===== src/rtl/acc_dp_pkg.sv =====
package acc_dp_pkg;
  localparam int unsigned ADDR_W_DEF  = 32;
  localparam int unsigned DATA_W_DEF  = 16;
  localparam int unsigned FIELD_W_DEF = 14;

  typedef enum logic {
    ALU_ADD = 1'b0,
    ALU_MUL = 1'b1
  } alu_op_e;
endpackage


===== src/rtl/acc_reg.sv =====
module acc_reg #(
  parameter int unsigned W = 16
) (
  input  logic         clk,
  input  logic         rst,
  input  logic         en,
  input  logic [W-1:0] d,
  output logic [W-1:0] q
);
  always_ff @(posedge clk) begin
    if (rst)     q <= '0;
    else if (en) q <= d;
  end
endmodule


===== src/rtl/acc_pc.sv =====
module acc_pc #(
  parameter int unsigned ADDR_W   = 32,
  parameter int unsigned DATA_W   = 16
) (
  input  logic              clk,
  input  logic              rst,
  input  logic              step,
  output logic [ADDR_W-1:0] pc
);
  localparam int unsigned BYTES_PER_WORD = DATA_W / 8;
  localparam logic [ADDR_W-1:0] STEP = ADDR_W'(BYTES_PER_WORD);

  always_ff @(posedge clk) begin
    if (rst)       pc <= '0;
    else if (step) pc <= pc + STEP;
  end
endmodule


===== src/rtl/acc_mar.sv =====
module acc_mar #(
  parameter int unsigned ADDR_W  = 32,
  parameter int unsigned FIELD_W = 14
) (
  input  logic               clk,
  input  logic               rst,
  input  logic               ld_pc,
  input  logic               ld_field,
  input  logic [ADDR_W-1:0]  pc,
  input  logic [FIELD_W-1:0] field,
  output logic [ADDR_W-1:0]  mar
);
  localparam int unsigned PAD_W = ADDR_W - FIELD_W;

  logic [ADDR_W-1:0] field_ext;
  assign field_ext = {{PAD_W{1'b0}}, field};

  always_ff @(posedge clk) begin
    if (rst)           mar <= '0;
    else if (ld_pc)    mar <= pc;
    else if (ld_field) mar <= field_ext;
  end
endmodule


===== src/rtl/acc_alu.sv =====
module acc_alu
  import acc_dp_pkg::*;
#(
  parameter int unsigned DATA_W = 16
) (
  input  logic [DATA_W-1:0] a,
  input  logic [DATA_W-1:0] b,
  input  alu_op_e           op,
  output logic [DATA_W-1:0] y
);
  logic [DATA_W-1:0] sum;
  logic [DATA_W-1:0] prod;

  assign sum  = a + b;
  assign prod = a * b;

  always_comb begin
    unique case (op)
      ALU_MUL: y = prod;
      default: y = sum;
    endcase
  end
endmodule


===== src/rtl/acc_datapath.sv =====
module acc_datapath
  import acc_dp_pkg::*;
#(
  parameter int unsigned ADDR_W  = ADDR_W_DEF,
  parameter int unsigned DATA_W  = DATA_W_DEF,
  parameter int unsigned FIELD_W = FIELD_W_DEF
) (
  input  logic              clk,
  input  logic              rst,
  input  logic              ld_mar_pc,
  input  logic              ld_mar_ir,
  input  logic              ld_mbr_mem,
  input  logic              ld_mbr_ac,
  input  logic              pc_step,
  input  logic              ld_ir,
  input  logic              ld_ac_mbr,
  input  logic              ld_ac_alu,
  input  logic              alu_mul,
  input  logic              wr_strobe,
  input  logic [DATA_W-1:0] mem_rdata,
  output logic [ADDR_W-1:0] mem_addr,
  output logic [DATA_W-1:0] mem_wdata,
  output logic              mem_rd_req,
  output logic              mem_wr_req,
  output logic [ADDR_W-1:0] pc,
  output logic [DATA_W-1:0] ac,
  output logic [DATA_W-1:0] ir
);
  logic [DATA_W-1:0] mbr_q, mbr_d, ac_d, alu_y;
  logic              mbr_en, ac_en;
  alu_op_e           op_sel;

  assign op_sel = alu_mul ? ALU_MUL : ALU_ADD;

  acc_pc #(.ADDR_W(ADDR_W), .DATA_W(DATA_W)) u_pc (
    .clk(clk), .rst(rst), .step(pc_step), .pc(pc)
  );

  acc_mar #(.ADDR_W(ADDR_W), .FIELD_W(FIELD_W)) u_mar (
    .clk(clk), .rst(rst), .ld_pc(ld_mar_pc), .ld_field(ld_mar_ir),
    .pc(pc), .field(ir[FIELD_W-1:0]), .mar(mem_addr)
  );

  assign mbr_en = ld_mbr_mem | ld_mbr_ac;
  assign mbr_d  = ld_mbr_mem ? mem_rdata : ac;

  acc_reg #(.W(DATA_W)) u_mbr (
    .clk(clk), .rst(rst), .en(mbr_en), .d(mbr_d), .q(mbr_q)
  );

  acc_reg #(.W(DATA_W)) u_ir (
    .clk(clk), .rst(rst), .en(ld_ir), .d(mbr_q), .q(ir)
  );

  acc_alu #(.DATA_W(DATA_W)) u_alu (
    .a(ac), .b(mbr_q), .op(op_sel), .y(alu_y)
  );

  assign ac_en = ld_ac_mbr | ld_ac_alu;
  assign ac_d  = ld_ac_mbr ? mbr_q : alu_y;

  acc_reg #(.W(DATA_W)) u_ac (
    .clk(clk), .rst(rst), .en(ac_en), .d(ac_d), .q(ac)
  );

  assign mem_wdata  = mbr_q;
  assign mem_rd_req = ld_mbr_mem;
  assign mem_wr_req = wr_strobe;
endmodule


===== config.mk =====
export PLATFORM = sky130hd
export DESIGN_NAME = acc_datapath
export DESIGN_NICKNAME = d
export VERILOG_FILES = /design/src/rtl/acc_dp_pkg.sv /design/src/rtl/acc_reg.sv /design/src/rtl/acc_pc.sv /design/src/rtl/acc_mar.sv /design/src/rtl/acc_alu.sv /design/src/rtl/acc_datapath.sv
export SDC_FILE = /design/constraint.sdc
export NUM_CORES = 1
export LEC_CHECK = 0
export ABC_AREA = 1
export BUFFER_PORTS_ARGS = -buffer_cell sky130_fd_sc_hd__buf_4
export CELL_PAD_IN_SITES_DETAIL_PLACEMENT = 0
export CELL_PAD_IN_SITES_GLOBAL_PLACEMENT = 2
export CORE_MARGIN = 1
export CORE_UTILIZATION = 35
export DETAILED_ROUTE_END_ITERATION = 6
export HOLD_SLACK_MARGIN = 0.15
export PLACE_DENSITY_LB_ADDON = 0.25
export SYNTH_ARGS = -nofsm -noshare
export SYNTH_HDL_FRONTEND = slang
export SYNTH_SLANG_ARGS = --single-unit

===== constraint.sdc =====
create_clock -name clk -period 8.4 [get_ports clk]
set_input_delay 1.68 -clock clk [delete_from_list [all_inputs] [get_ports clk]]
set_output_delay 1.68 -clock clk [all_outputs]
set_load 0.01 [all_outputs]

Word level (Yosys, flattened, before mapping)
Index checks and enable logic that the tools add are counted.
{"block": "word_totals", "output_inout_bits": 114, "ff_bits": 112, "input_bits": 28}
{"block": "classes", "n_mul": 1, "addsub": 2, "mux": 6, "n_reduce_logical": 1, "n_bitwise": 2}
{"op": "$mux W32", "n": 2}
{"op": "$mux W16", "n": 3}
{"op": "$add A32 B2 Y32 const B", "n": 1}
{"op": "$add A16 B16 Y16", "n": 1}
{"op": "$mul A16 B16 Y16", "n": 1}
{"op": "$or A1 B1 Y1", "n": 2}
{"op": "$reduce_bool A2 Y1", "n": 1}
{"op": "$mux W1", "n": 1}

Depth between registers and ports, before layout
{"block": "logic_depth", "depth_word": 3, "mapped_depth": 31, "depth_no_buf": 30}

By module
Synthesis repeated with hierarchy kept, for this count alone.
{"block": "hier_totals", "hier_cells": 1688, "area_unflattened_um2": 10826.6}
{"module": "acc_alu", "seq_area_each_um2": 0.0, "area_each_um2": 5156.2, "cells_each": 793, "n_inst": 1}
{"module": "acc_reg", "seq_area_each_um2": 320.3, "area_each_um2": 670.6, "cells_each": 101, "n_inst": 3}
{"module": "acc_pc", "seq_area_each_um2": 620.6, "area_each_um2": 1861.8, "cells_each": 299, "n_inst": 1}
{"module": "acc_mar", "seq_area_each_um2": 640.6, "area_each_um2": 1312.5, "cells_each": 185, "n_inst": 1}
{"module": "acc_datapath", "seq_area_each_um2": 0.0, "area_each_um2": 484.2, "cells_each": 108, "n_inst": 1}

Worst setup path before layout
OpenSTA, ideal clock, no wires.
{"block": "synth_path", "path_kind": "register to register", "from": "reg u_mbr.q[1]", "to": "reg u_ac.q[15]", "path_buffers": 2, "arrival_time_ps": 5297, "setup_ps": 70, "stages_incl_launch_ff": 27, "path_slack_ps": 3033, "cell_sequence": "dfxtp_1 clkbuf_2 clkbuf_1 nand2_1 fa_1 fa_1 inv_1 fa_1 fa_1 fa_1 inv_1 fa_1 inv_1 ha_1 inv_1 o21ai_0 nor2_1 nand3_1 nand2_1 nand2_1 a21oi_1 inv_1 nand3_1 nand3_1 nand2_1 nand2_1 a21oi_1"}
{"block": "synth_via", "elab_chain_len": 3, "word_cells_on_any_way": 4, "classes_between": "1 x add/sub; 1 x mul; 2 x mux"}
{"element": "start: declaration", "line": "acc_reg.sv:8", "source": "output logic [W-1:0] q"}
{"element": "start signal: assignment", "line": "acc_reg.sv:11", "source": "if (rst) q <= '0;"}
{"element": "start signal: assignment", "line": "acc_reg.sv:12", "source": "else if (en) q <= d;"}
{"element": "$mul A16 B16 Y16 / $add A16 B16 Y16 (equally long branches)", "line": "acc_alu.sv:15, acc_alu.sv:14"}
{"element": "$mux W16 (*)", "line": "acc_alu.sv:18", "source": "unique case (op)"}
{"element": "$mux W16 (*)", "line": "acc_datapath.sv:60", "source": "assign ac_d = ld_ac_mbr ? mbr_q : alu_y;"}
{"element": "end signal: assignment", "line": "acc_reg.sv:11"}
{"element": "end signal: assignment", "line": "acc_reg.sv:12"}
{"element": "end: declaration", "line": "acc_reg.sv:8"}
Mark *: on every way between the ends. The rest lies on a longest branch, timed or not.
A chain may end at the register's enable or synchronous reset.

Worst setup path after layout
{"block": "layout_path", "from": "reg u_mbr.q[6]", "to": "reg u_ac.q[15]"}
Same word-level chain as after synthesis.

==> impl_metrics.py <==
metrics = {
    "status": {
        "outcome": "finished clean",
    },
    "timing": {
        "fin_crit_ns": 6.10,
        "achievable-frequency_ghz": 0.164,
        "final.setup_skew_ns": 0.0119,
        "relSlewSlack_pct": 19.5,
        "finalSetupViolCount": 0,
        "grt_setup_unrepaired": "no",
        "setup_tns_ns": 0,
        "transition_time_at_the_pin_with_the_least_slew_margin_ns": 1.20,
        "final.period_utilization_pct": 72.6,
        "maxSlewViolCount": 0,
        "timing_hold_violations_final": 0,
    },
    "route": {
        "wl_per_cell_um": 17.7,
        "drt.antenna.violating_nets": 0,
        "remaining_design_rule_violation_count": 0,
        "initialDrtViolationCount": 645,
        "drt_first_pass_iters": 6,
        "vias_per_cell": 4.93,
        "drt-total-wl_um": 33300,
        "num_vias": 9259,
    },
    "pwr": {
        "power.density_cell_area_nw_per_um2": 119,
        "switching_share_pct": 35.7,
        "p_leak_nw": 5.95,
        "p_sw_uw": 481,
        "clock_power_share_pct": 33.8,
        "irDropWorstVdd_mv": 0.0871,
        "power_frac_comb_pct": 21.3,
        "p_seq_share_pct": 44.9,
        "internal-power_uw": 868,
    },
    "clock_network": {
        "cts-resized-gates": 0,
        "cts.sink_count": 111,
        "clock_latency_ns": 0.36,
        "cts_max_level": 3,
        "cts.repair_timing.setup_buffer_count": 0,
        "cts_buffers": 9,
        "cts.path.max_buffers": 2,
        "worst_setup_hold_path_clk_slew_ns": 0.08,
        "tritoncts_clock_tree": "yes",
        "clockRootBuffer": "sky130_fd_sc_hd__clkbuf_16",
        "hold_buffers": 0,
    },
    "setup_path": {
        "worst_setup_path_end_kind": "flop",
        "setup.worst_path.end": "u_ac.q[15]",
        "critical_path.startpoint_type": "flop",
        "worst-r2r-setup-slack_ns": 2.30,
        "worstPathArrival_ns": 6.39,
        "cp_max_fo": 13,
        "regToRegStartpoint": "u_mbr.q[6]",
        "cp_data_required_time_ns": 8.69,
        "crit_type": "flop to flop",
        "critical_path.startpoint": "u_mbr.q[6]",
        "regToRegEndpoint": "u_ac.q[15]",
        "rr_worst_depth": 25,
    },
    "place": {
        "dp_cells": 1863,
        "place.port_buffers": 138,
        "dpl.hpwl_um": 25000,
        "place_congestion": 0.873,
    },
    "layout": {
        "layout.nets": 1676,
        "n_antenna_cell": 0,
        "flow.area_growth_from_synthesis_pct": 16.0,
        "finalNonFillerCells": 1879,
        "final_layout_size_suffix_gt1_share_pct": 11.9,
        "n_fill_cell": 2921,
    },
    "yosys": {
        "synth_warnings": 0,
        "cell_area_after_synthesis_um2": 9790,
        "synth.area.top_cells": "sky130_fd_sc_hd__dfxtp_1, sky130_fd_sc_hd__fa_1, sky130_fd_sc_hd__nand2_1",
        "synthesis.instances": 1412,
        "syn-num-nets": 1586,
        "asyncSetResetFlopFracSynth_pct": 0,
        "postSynthRegisterBits": 111,
        "ys_dominant_reg_cell": "sky130_fd_sc_hd__dfxtp_1",
        "syn_avg_cell_area_um2": 6.93,
        "yosysSeqAreaShare_pct": 22.7,
        "number_of_synthesized_flops_with_an_enable_pin": 0,
        "synth_cell_type_count": 45,
        "netlist.area_leader.share_pct": 22.7,
        "synth_area_leader_cell": "sky130_fd_sc_hd__dfxtp_1",
    },
    "floorplan": {
        "io_pins": 142,
        "dieHeight_um": 169,
        "chipWidth_um": 169,
        "initial_core_util_pct": 36.0,
        "floorplan.rows": 60,
        "core_region_area_um2": 27200,
        "die_area_um2": 28600,
    },
    "grt": {
        "track_usage_pct": 23.9,
        "grt_overflow_total": 0,
        "grt_antenna_before_repair": 0,
        "first_global_vias": 9299,
        "first_pass_grt_wire_length_um": 52300,
        "grt_max_degree": 64,
    },
    "run": {
        "maximum_capacitance_violations": 0,
    },
    "hold_path": {
        "min-delay-path-class": "flop to flop",
    },
}
## synth_stat cells (all sizes together), types with 2 or more instances
| master | n |
|---|---|
| nand3 | 49 |
| nand2 | 371 |
| buf | 15 |
| o221ai | 16 |
| o21a | 5 |
| nand4 | 6 |
| nand3b | 5 |
| nor3 | 14 |
| ha | 65 |
| a21o | 3 |
| inv | 300 |
| a22oi | 4 |
| clkinv | 3 |
| nor2 | 72 |
| a31oi | 13 |
| nor4 | 7 |
| clkbuf | 49 |
| xnor2 | 10 |
| o21ai | 67 |
| a211oi | 2 |
| fa | 81 |
| dfxtp | 111 |
| o211ai | 16 |
| a21oi | 111 |
| xor2 | 8 |
## worst min-delay path by stage
stage,start,to,cells past startpoint
after floorplan,u_mar.mar[31],u_mar.mar[31],2
after global placement,u_mar.mar[24],u_mar.mar[24],2
after detailed placement,u_mar.mar[29],u_mar.mar[29],2
after CTS,u_mar.mar[29],u_mar.mar[29],2
after global routing,u_mar.mar[24],u_mar.mar[24],2
final,u_mar.mar[24],u_mar.mar[24],2
## cell usage in the layout, fill, tap and decap left out, drive strengths merged, types with 2 or more instances in the layout
master and n:
buf 143, nand4 6, nor3 14, nand3b 5, nand3 49, o221ai 16, fa 81, clkinv 4
a211oi 2, dfxtp 111, a22oi 4, a21o 3, a21oi 111, inv 305, xnor2 10, clkbuf 9
ha 65, nor2 72, nor4 7, xor2 8, o211ai 16, o21a 5, a31oi 13, nand2 371
o21ai 67
## registers in the layout, indices dropped and copies added (netlist names)
name	count
u_pc.pc	31
u_ir.q	16
u_mar.mar	32
u_mbr.q	16
u_ac.q	16
## layout make-up
| type | count | area (um2) | area share [%] |
|---|---|---|---|
| Sequential cell | 111 | 2220 | 19.6 |
| Timing Repair Buffer | 143 | 1070 | 9.45 |
| Tap cell | 372 | 465 | 4.10 |
| Clock buffer | 9 | 225 | 1.98 |
| Inverter | 303 | 1140 | 10.0 |
| Clock inverter | 7 | 68.8 | 0.606 |
| Multi-Input combinational cell | 934 | 6170 | 54.3 |
## power groups by stage
stage          Combinational, mW  Sequential (mW)  Clock [mW]
3_5_place_dp               0.287            0.617           0
5_1_grt                    0.327            0.610       0.487
4_1_cts                    0.289            0.606       0.469
3_3_place_gp               0.287            0.618           0
2_1_floorplan              0.193            0.584           0
6_report                   0.287            0.606       0.456
## per-layer routing
layer	vias to the layer above	wire, um	GRT usage [%]
met4	0	629	6.19
met1	4380	15300	32.6
met2	292	14800	38.1
met5	-	0	0
met3	33	2570	5.06
li1	4554	-	-
## cell families after synthesis
| logic type | synth area share (%) |
|---|---|
| flops | 22.7 |
| simple gates | 22.3 |
| xor+xnor | 1.61 |
| compound gates | 14.2 |
| other cells | 0.0383 |
| buf+inv | 14.3 |
| fa+ha+maj | 24.9 |
## critical path, cell delays in order, from the launching register on
cell and delay (ns):
sky130_fd_sc_hd__dfxtp_1 0.57, sky130_fd_sc_hd__ha_1 0.44, sky130_fd_sc_hd__fa_1 0.55, sky130_fd_sc_hd__inv_1 0.06, sky130_fd_sc_hd__fa_1 0.52, sky130_fd_sc_hd__inv_1 0.05, sky130_fd_sc_hd__fa_1 0.52, sky130_fd_sc_hd__fa_1 0.44
sky130_fd_sc_hd__fa_1 0.55, sky130_fd_sc_hd__inv_1 0.06, sky130_fd_sc_hd__fa_1 0.54, sky130_fd_sc_hd__inv_1 0.05, sky130_fd_sc_hd__ha_1 0.33, sky130_fd_sc_hd__inv_1 0.12, sky130_fd_sc_hd__o21ai_0 0.12, sky130_fd_sc_hd__nor2_1 0.12
sky130_fd_sc_hd__nand3_1 0.12, sky130_fd_sc_hd__nand2_1 0.10, sky130_fd_sc_hd__nand2_1 0.07, sky130_fd_sc_hd__a21oi_1 0.25, sky130_fd_sc_hd__inv_1 0.07, sky130_fd_sc_hd__nand3_1 0.08, sky130_fd_sc_hd__nand3_1 0.08, sky130_fd_sc_hd__nand2_1 0.07
sky130_fd_sc_hd__nand2_1 0.04, sky130_fd_sc_hd__a21oi_1 0.11
## through the flow
step / utilization [%] / setup slack [ns] / power (mW) / hold WS, ns / cell area (um2)
finish: 41.8 / 2.30 / 1.35 / 0.465 / 11400
global route: 41.8 / 1.90 / 1.42 / 0.484 / 11400
CTS: 41.8 / 2.29 / 1.36 / 0.468 / 11400
detailed placement: 40.7 / 2.33 / 0.904 / 0.454 / 11100
global placement: 40.7 / 2.36 / 0.905 / 0.451 / 11100
floorplan: - / 3.03 / 0.777 / 0.486 / 9790
No activity file was read; power rests on OpenSTA's default activity.
